==> config.mk <==
export PLATFORM = sky130hd
export DESIGN_NAME = bank_split_alloc
export DESIGN_NICKNAME = d
export VERILOG_FILES = /design/src/rtl/bank_alloc_pkg.sv /design/src/rtl/alloc_size_table.sv /design/src/rtl/alloc_walker.sv /design/src/rtl/alloc_bank_regs.sv /design/src/rtl/bank_split_alloc.sv
export SDC_FILE = /design/constraint.sdc
export NUM_CORES = 1
export LEC_CHECK = 0
export CAP_MARGIN = 25
export CORE_MARGIN = 5
export CORE_UTILIZATION = 40
export CTS_BUF_LIST = sky130_fd_sc_hd__clkbuf_8
export DETAILED_ROUTE_END_ITERATION = 12
export PLACE_DENSITY = 0.77
export SYNTH_ARGS = -nofsm -noshare
export SYNTH_HDL_FRONTEND = slang
export SYNTH_SLANG_ARGS = --single-unit
==> constraint.sdc <==
create_clock -name clk -period 12 [get_ports clk]
set_input_delay 1.2 -clock clk [delete_from_list [all_inputs] [get_ports clk]]
set_output_delay 1.2 -clock clk [all_outputs]
set_load 0.03 [all_outputs]
==> src/rtl/bank_alloc_pkg.sv <==
package bank_alloc_pkg;

  typedef enum logic [0:0] {
    ST_IDLE = 1'b0,
    ST_SCAN = 1'b1
  } alloc_state_e;

  function automatic int unsigned idx_width(input int unsigned n);
    return (n > 1) ? $clog2(n) : 1;
  endfunction

endpackage

==> src/rtl/alloc_size_table.sv <==
module alloc_size_table
  import bank_alloc_pkg::*;
#(
  parameter int unsigned TBL_DEPTH = 8,
  parameter int unsigned SIZE_W    = 16,
  parameter logic [TBL_DEPTH-1:0][SIZE_W-1:0] SIZE_TABLE = '0,
  localparam int unsigned IW = idx_width(TBL_DEPTH)
) (
  input  logic [IW-1:0]     idx,
  output logic [SIZE_W-1:0] entry,
  output logic [SIZE_W-1:0] smallest,
  output logic              row_end
);

  logic [SIZE_W-1:0] ent [TBL_DEPTH];

  for (genvar g = 0; g < TBL_DEPTH; g++) begin : g_ent
    assign ent[g] = SIZE_TABLE[g];
  end

  assign entry   = ent[idx];
  assign row_end = (entry == '0) || (idx == IW'(TBL_DEPTH - 1));

  // smallest non-zero entry before the terminator
  logic hit_zero;
  always_comb begin
    smallest = '0;
    hit_zero = 1'b0;
    for (int i = 0; i < TBL_DEPTH; i++) begin
      if (!hit_zero) begin
        if (ent[i] == '0) hit_zero = 1'b1;
        else              smallest = ent[i];
      end
    end
  end

endmodule

==> src/rtl/alloc_walker.sv <==
module alloc_walker
  import bank_alloc_pkg::*;
#(
  parameter int unsigned NUM_BANKS = 4,
  parameter int unsigned TBL_DEPTH = 8,
  parameter int unsigned SIZE_W    = 16,
  localparam int unsigned IW = idx_width(TBL_DEPTH),
  localparam int unsigned BW = idx_width(NUM_BANKS)
) (
  input  logic              clk,
  input  logic              rst_n,
  input  logic              start,
  input  logic [SIZE_W-1:0] total_mib,
  input  logic [SIZE_W-1:0] entry,
  input  logic [SIZE_W-1:0] smallest,
  input  logic              row_end,
  output logic [IW-1:0]     idx,
  output logic [BW-1:0]     bank_sel,
  output logic              assign_en,
  output logic [SIZE_W-1:0] assign_base,
  output logic              clear_all,
  output logic              busy,
  output logic              done,
  output logic              alloc_err,
  output logic [SIZE_W-1:0] suggest_mib
);

  alloc_state_e      state;
  logic [SIZE_W-1:0] remain;
  logic [SIZE_W-1:0] base_acc;

  logic              fits;
  logic              last_bank;
  logic [SIZE_W-1:0] remain_nxt;
  logic [SIZE_W-1:0] base_nxt;
  logic              finish;

  assign busy      = (state == ST_SCAN);
  assign fits      = busy && (entry != '0) && (entry <= remain);
  assign last_bank = (bank_sel == BW'(NUM_BANKS - 1));
  assign remain_nxt = fits ? (remain - entry) : remain;
  assign base_nxt   = fits ? (base_acc + entry) : base_acc;
  assign finish     = busy && ((fits && (remain_nxt == '0)) ||
                               ((fits || row_end) && last_bank));

  assign assign_en   = fits;
  assign assign_base = base_acc;
  assign clear_all   = (state == ST_IDLE) && start;

  always_ff @(posedge clk) begin
    if (!rst_n) begin
      state       <= ST_IDLE;
      remain      <= '0;
      base_acc    <= '0;
      bank_sel    <= '0;
      idx         <= '0;
      done        <= 1'b0;
      alloc_err   <= 1'b0;
      suggest_mib <= '0;
    end else begin
      done <= 1'b0;
      unique case (state)
        ST_IDLE: begin
          if (start) begin
            state       <= ST_SCAN;
            remain      <= total_mib;
            base_acc    <= '0;
            bank_sel    <= '0;
            idx         <= '0;
            alloc_err   <= 1'b0;
            suggest_mib <= '0;
          end
        end
        ST_SCAN: begin
          remain   <= remain_nxt;
          base_acc <= base_nxt;
          if (finish) begin
            state       <= ST_IDLE;
            done        <= 1'b1;
            alloc_err   <= (remain_nxt != '0);
            suggest_mib <= (base_nxt != '0) ? base_nxt : smallest;
            idx         <= '0;
          end else if (fits || row_end) begin
            bank_sel <= bank_sel + 1'b1;
            idx      <= '0;
          end else begin
            idx <= idx + 1'b1;
          end
        end
        default: state <= ST_IDLE;
      endcase
    end
  end

endmodule

==> src/rtl/alloc_bank_regs.sv <==
module alloc_bank_regs
  import bank_alloc_pkg::*;
#(
  parameter int unsigned NUM_BANKS = 4,
  parameter int unsigned SIZE_W    = 16,
  localparam int unsigned BW = idx_width(NUM_BANKS)
) (
  input  logic                        clk,
  input  logic                        rst_n,
  input  logic                        clear_all,
  input  logic                        assign_en,
  input  logic [BW-1:0]               bank_sel,
  input  logic [SIZE_W-1:0]           assign_base,
  input  logic [SIZE_W-1:0]           assign_size,
  output logic [NUM_BANKS*SIZE_W-1:0] bank_base_mib,
  output logic [NUM_BANKS*SIZE_W-1:0] bank_size_mib
);

  for (genvar b = 0; b < NUM_BANKS; b++) begin : g_bank
    logic [SIZE_W-1:0] base_q;
    logic [SIZE_W-1:0] size_q;

    always_ff @(posedge clk) begin
      if (!rst_n || clear_all) begin
        base_q <= '0;
        size_q <= '0;
      end else if (assign_en && (bank_sel == BW'(b))) begin
        base_q <= assign_base;
        size_q <= assign_size;
      end
    end

    assign bank_base_mib[b*SIZE_W +: SIZE_W] = base_q;
    assign bank_size_mib[b*SIZE_W +: SIZE_W] = size_q;
  end

endmodule

==> src/rtl/bank_split_alloc.sv <==
module bank_split_alloc
  import bank_alloc_pkg::*;
#(
  parameter int unsigned NUM_BANKS = 4,
  parameter int unsigned TBL_DEPTH = 8,
  parameter int unsigned SIZE_W    = 16,
  parameter logic [TBL_DEPTH-1:0][SIZE_W-1:0] SIZE_TABLE = {
    16'd0, 16'd4, 16'd8, 16'd16, 16'd32, 16'd64, 16'd128, 16'd256
  }
) (
  input  logic                        clk,
  input  logic                        rst_n,
  input  logic                        start,
  input  logic [SIZE_W-1:0]           total_mib,
  output logic                        busy,
  output logic                        done,
  output logic                        alloc_err,
  output logic [SIZE_W-1:0]           suggest_mib,
  output logic [NUM_BANKS*SIZE_W-1:0] bank_base_mib,
  output logic [NUM_BANKS*SIZE_W-1:0] bank_size_mib
);

  localparam int unsigned IW = idx_width(TBL_DEPTH);
  localparam int unsigned BW = idx_width(NUM_BANKS);

  logic [IW-1:0]     idx;
  logic [BW-1:0]     bank_sel;
  logic [SIZE_W-1:0] entry;
  logic [SIZE_W-1:0] smallest;
  logic              row_end;
  logic              assign_en;
  logic [SIZE_W-1:0] assign_base;
  logic              clear_all;

  alloc_size_table #(
    .TBL_DEPTH (TBL_DEPTH),
    .SIZE_W    (SIZE_W),
    .SIZE_TABLE(SIZE_TABLE)
  ) u_table (
    .idx      (idx),
    .entry    (entry),
    .smallest (smallest),
    .row_end  (row_end)
  );

  alloc_walker #(
    .NUM_BANKS(NUM_BANKS),
    .TBL_DEPTH(TBL_DEPTH),
    .SIZE_W   (SIZE_W)
  ) u_walker (
    .clk         (clk),
    .rst_n       (rst_n),
    .start       (start),
    .total_mib   (total_mib),
    .entry       (entry),
    .smallest    (smallest),
    .row_end     (row_end),
    .idx         (idx),
    .bank_sel    (bank_sel),
    .assign_en   (assign_en),
    .assign_base (assign_base),
    .clear_all   (clear_all),
    .busy        (busy),
    .done        (done),
    .alloc_err   (alloc_err),
    .suggest_mib (suggest_mib)
  );

  alloc_bank_regs #(
    .NUM_BANKS(NUM_BANKS),
    .SIZE_W   (SIZE_W)
  ) u_regs (
    .clk           (clk),
    .rst_n         (rst_n),
    .clear_all     (clear_all),
    .assign_en     (assign_en),
    .bank_sel      (bank_sel),
    .assign_base   (assign_base),
    .assign_size   (entry),
    .bank_base_mib (bank_base_mib),
    .bank_size_mib (bank_size_mib)
  );

endmodule

==> flow_metrics.py <==
metrics = {
    "global_routing": {
        "grt_pass1_vias": 5918,
        "grt_use_total": 0.1957,
        "grt_pass1_wl_microns": 31170,
        "overflow": 0,
        "grt_start_max_net_pins": 85,
        "antenna_found_initial": 0,
    },
    "sta": {
        "tightest_slew_ns": 1.003,
        "timing.setup.tns_ns": 0,
        "finalSetupViolCount": 0,
        "hold_viol": 0,
        "period_needed_ns": 4.827,
        "drv_slew": 0,
        "max_slew_margin": 0.3314,
        "max_freq_mhz": 207.2,
        "rsz0062_at_grt": "no",
        "fin_skew_ns": 0.01521,
        "finalCritPeriodShare": 0.4022,
    },
    "die": {
        "ios": 166,
        "die_x_microns": 141.0,
        "start_util": 0.4027,
        "chipHeight_microns": 141.0,
        "die_area_sq_um": 19890,
        "rows": 48,
        "core_sq_um": 17060,
    },
    "critical_path": {
        "critPathArrivalTime_ns": 5.18,
        "cp_slowest_stage_delay_ns": 0.91,
        "endpoint_kind": "flop",
        "crit_slowest_cell": "a311o_1",
        "start_kind": "flop",
        "path_buf_inv": 2,
        "crit_fanout": 21,
        "cp_cell_sequence": "inv_1 > ha_1 > nor2b_1 > inv_1 > ha_1 > a21o_1 > a221oi_4 > a311o_1 > nand3_1 > o31ai_1 > nand4_1 > and3_1 > o32ai_1",
        "critical_path.top_delay_family": "compound AO/OA/AOI/OAI gates",
        "required_ns": 12.35,
        "critPathKind": "reg2reg",
    },
    "synth": {
        "synth.avg_cell_area_sq_um": 7.735,
        "synthFlopType": "dfxtp_1",
        "synth_simple_gate_area_frac": 0.2423,
        "synth_xor_area_frac": 0.02040,
        "synth_common_cells": "nand2_1, dfxtp_1, a21oi_1",
        "synth-edff-count": 0,
        "synth.most_common_cell": "nand2_1",
        "yosys_warnings": 0,
        "synth-seq-cells": 137,
        "ys_top_cells_by_area": "dfxtp_1, nand2_1, a21oi_1",
        "syn_inst": 888,
        "synth.mux.area_fraction": 0.01658,
        "synth_fa_ha_area_frac": 0.04954,
        "synthDistinctLibCells": 68,
        "async_flop_share": 0,
        "syn_area_sq_um": 6869,
        "synth_compound_area_frac": 0.1783,
        "ys_seq_area_frac": 0.3993,
        "yosys.area.top_type": "dfxtp_1",
        "synth_top_cell_area_share": 0.3993,
        "synth_top_family_by_area": "simple AND/OR/NAND/NOR gates",
    },
    "final_layout": {
        "diodes": 0,
        "post-route-util": 0.5006,
        "final_layout_size_suffix_gt1_frac": 0.05572,
        "area_delta_synth_final_pct": 24.30,
        "final_nets": 1019,
    },
    "clock_network": {
        "root_buffer": "clkbuf_8",
        "cts_setup_buffers": 0,
        "cts_sinks": 137,
        "postCtsHoldBufs": 0,
        "h-tree-depth": 4,
        "clkTransAtPathRegs_ns": 0.08,
        "clk_latency_ns": 0.45,
        "cts_tree": "done",
        "cts_buffer_depth": 2,
        "cts_buffers": 17,
        "cts_resized": 0,
    },
    "placed_design": {
        "gp_congestion": 0.9408,
        "port_buffers": 121,
        "post-dp-hpwl_microns": 13920,
    },
    "power": {
        "p_sw_frac": 0.3106,
        "p_int_mw": 0.8176,
        "switching_power_mw": 0.3683,
        "seq_power_share": 0.405,
        "power.share.clock": 0.392,
        "ir_drop_v": 0.00008160,
        "total_power_mw": 1.186,
        "powerDensity_nw_per_um2": 138.9,
        "power_frac_comb": 0.203,
        "leakage_nw": 3.098,
    },
    "drt": {
        "m1WireLength_microns": 9138,
        "routedWlPerCell_microns": 16.57,
        "met2WireLength_microns": 9086,
        "top_layer_used": "met4",
        "vias": 6445,
        "wl_met3_microns": 1385,
        "final_antenna_net_count": 0,
        "wl_microns": 20080,
        "vias_per_cell": 5.318,
        "drtPass1Iterations": 5,
        "first_iter_violations": 592,
        "drcViolationCount": 0,
    },
    "job": {
        "drv_cap": 0,
    },
    "outcome": {
        "status": "completed",
    },
    "worst_hold_path": {
        "hold_path.class": "reg2reg",
    },
}
-- logic make-up after synthesis --
logic type,Yosys count
simple gates,369
compound gates,205
flops,137
buf+inv,123
fa+ha+maj,26
xor+xnor,16
mux,11
other cells,1
-- final timing paths --
kind                                   start                         end  slack (ns)  depth (start not counted)
setup / recovery             u_walker.idx[0]        u_walker.bank_sel[1]        7.17                         13
hold / removal    u_regs.g_bank[3].size_q[4]  u_regs.g_bank[3].size_q[4]        0.45                          2
setup reg to reg             u_walker.idx[0]        u_walker.bank_sel[1]        7.17                         13
hold reg to reg   u_regs.g_bank[3].size_q[4]  u_regs.g_bank[3].size_q[4]        0.45                          2
-- cells in the final DEF, fill, tap and decap left out, types with 5 or more instances in the layout --
cell / instances
o221ai_1: 5
nor4_1: 6
mux2i_1: 8
nand2b_1: 5
and3_1: 9
clkbuf_8: 18
nand4_1: 14
nand2_1: 236
a21o_1: 6
a211oi_1: 7
o21ai_0: 20
nor2b_1: 6
buf_4: 7
conb_1: 44
and2_1: 11
dfxtp_1: 137
nor3_1: 15
ha_1: 24
nand3_1: 15
clkdlybuf4s50_1: 121
a21oi_1: 130
inv_1: 17
nor2_1: 29
xor2_1: 6
bufinv_16: 6
xnor2_1: 10
-- metrics by stage --
step	area [sq um]	setup WS [ns]	hold WS, ns	cells
finish	8538	7.173	0.4543	1212
global route	8538	6.740	0.4678	1212
floorplan	7030	8.236	0.4478	931
detailed placement	8041	7.232	0.4466	1179
CTS	8533	7.203	0.4566	1211
global placement	8014	7.375	0.4413	1178
-- sequential cells by signal, indices dropped and copies added, names as in the netlist, 2 cells and up --
register	count
u_walker.remain	16
u_walker.idx	3
u_walker.suggest_mib	15
u_regs.g_bank.base_q	56
u_walker.assign_base	14
u_regs.g_bank.size_q	28
u_walker.bank_sel	2
-- power by group through the flow --
stage	Clock (mW)	Sequential [mW]	Combinational [mW]
finish	0.465	0.481	0.241
global route	0.489	0.482	0.262
CTS	0.469	0.480	0.237
detailed placement	0	0.491	0.235
global placement	0	0.491	0.233
floorplan	0	0.487	0.190
-- worst min-delay path, cell delays in order, from the launching register on --
cell and delay (ns):
dfxtp_1 0.31, nand2_1 0.05, a21oi_1 0.05
-- routing by layer --
| metal | global-route usage | up-vias |
|---|---|---|
| met5 | 0 | - |
| met4 | 0.07088 | 0 |
| met3 | 0.04003 | 38 |
| met2 | 0.3090 | 265 |
| met1 | 0.2657 | 3020 |
| li1 | - | 3122 |
-- area by class of cell --
cell class              instances  area [sq um]
clock buffers                  18         247.7
multi-input cells             671          3662
fillers                      1647          8518
inverters                      17         63.81
clock inverters                14         244.0
repair buffers                130          1296
flip-flops and latches        137          2743
well taps                     225         281.5
Note: power is estimated with default switching activity, not from simulation.
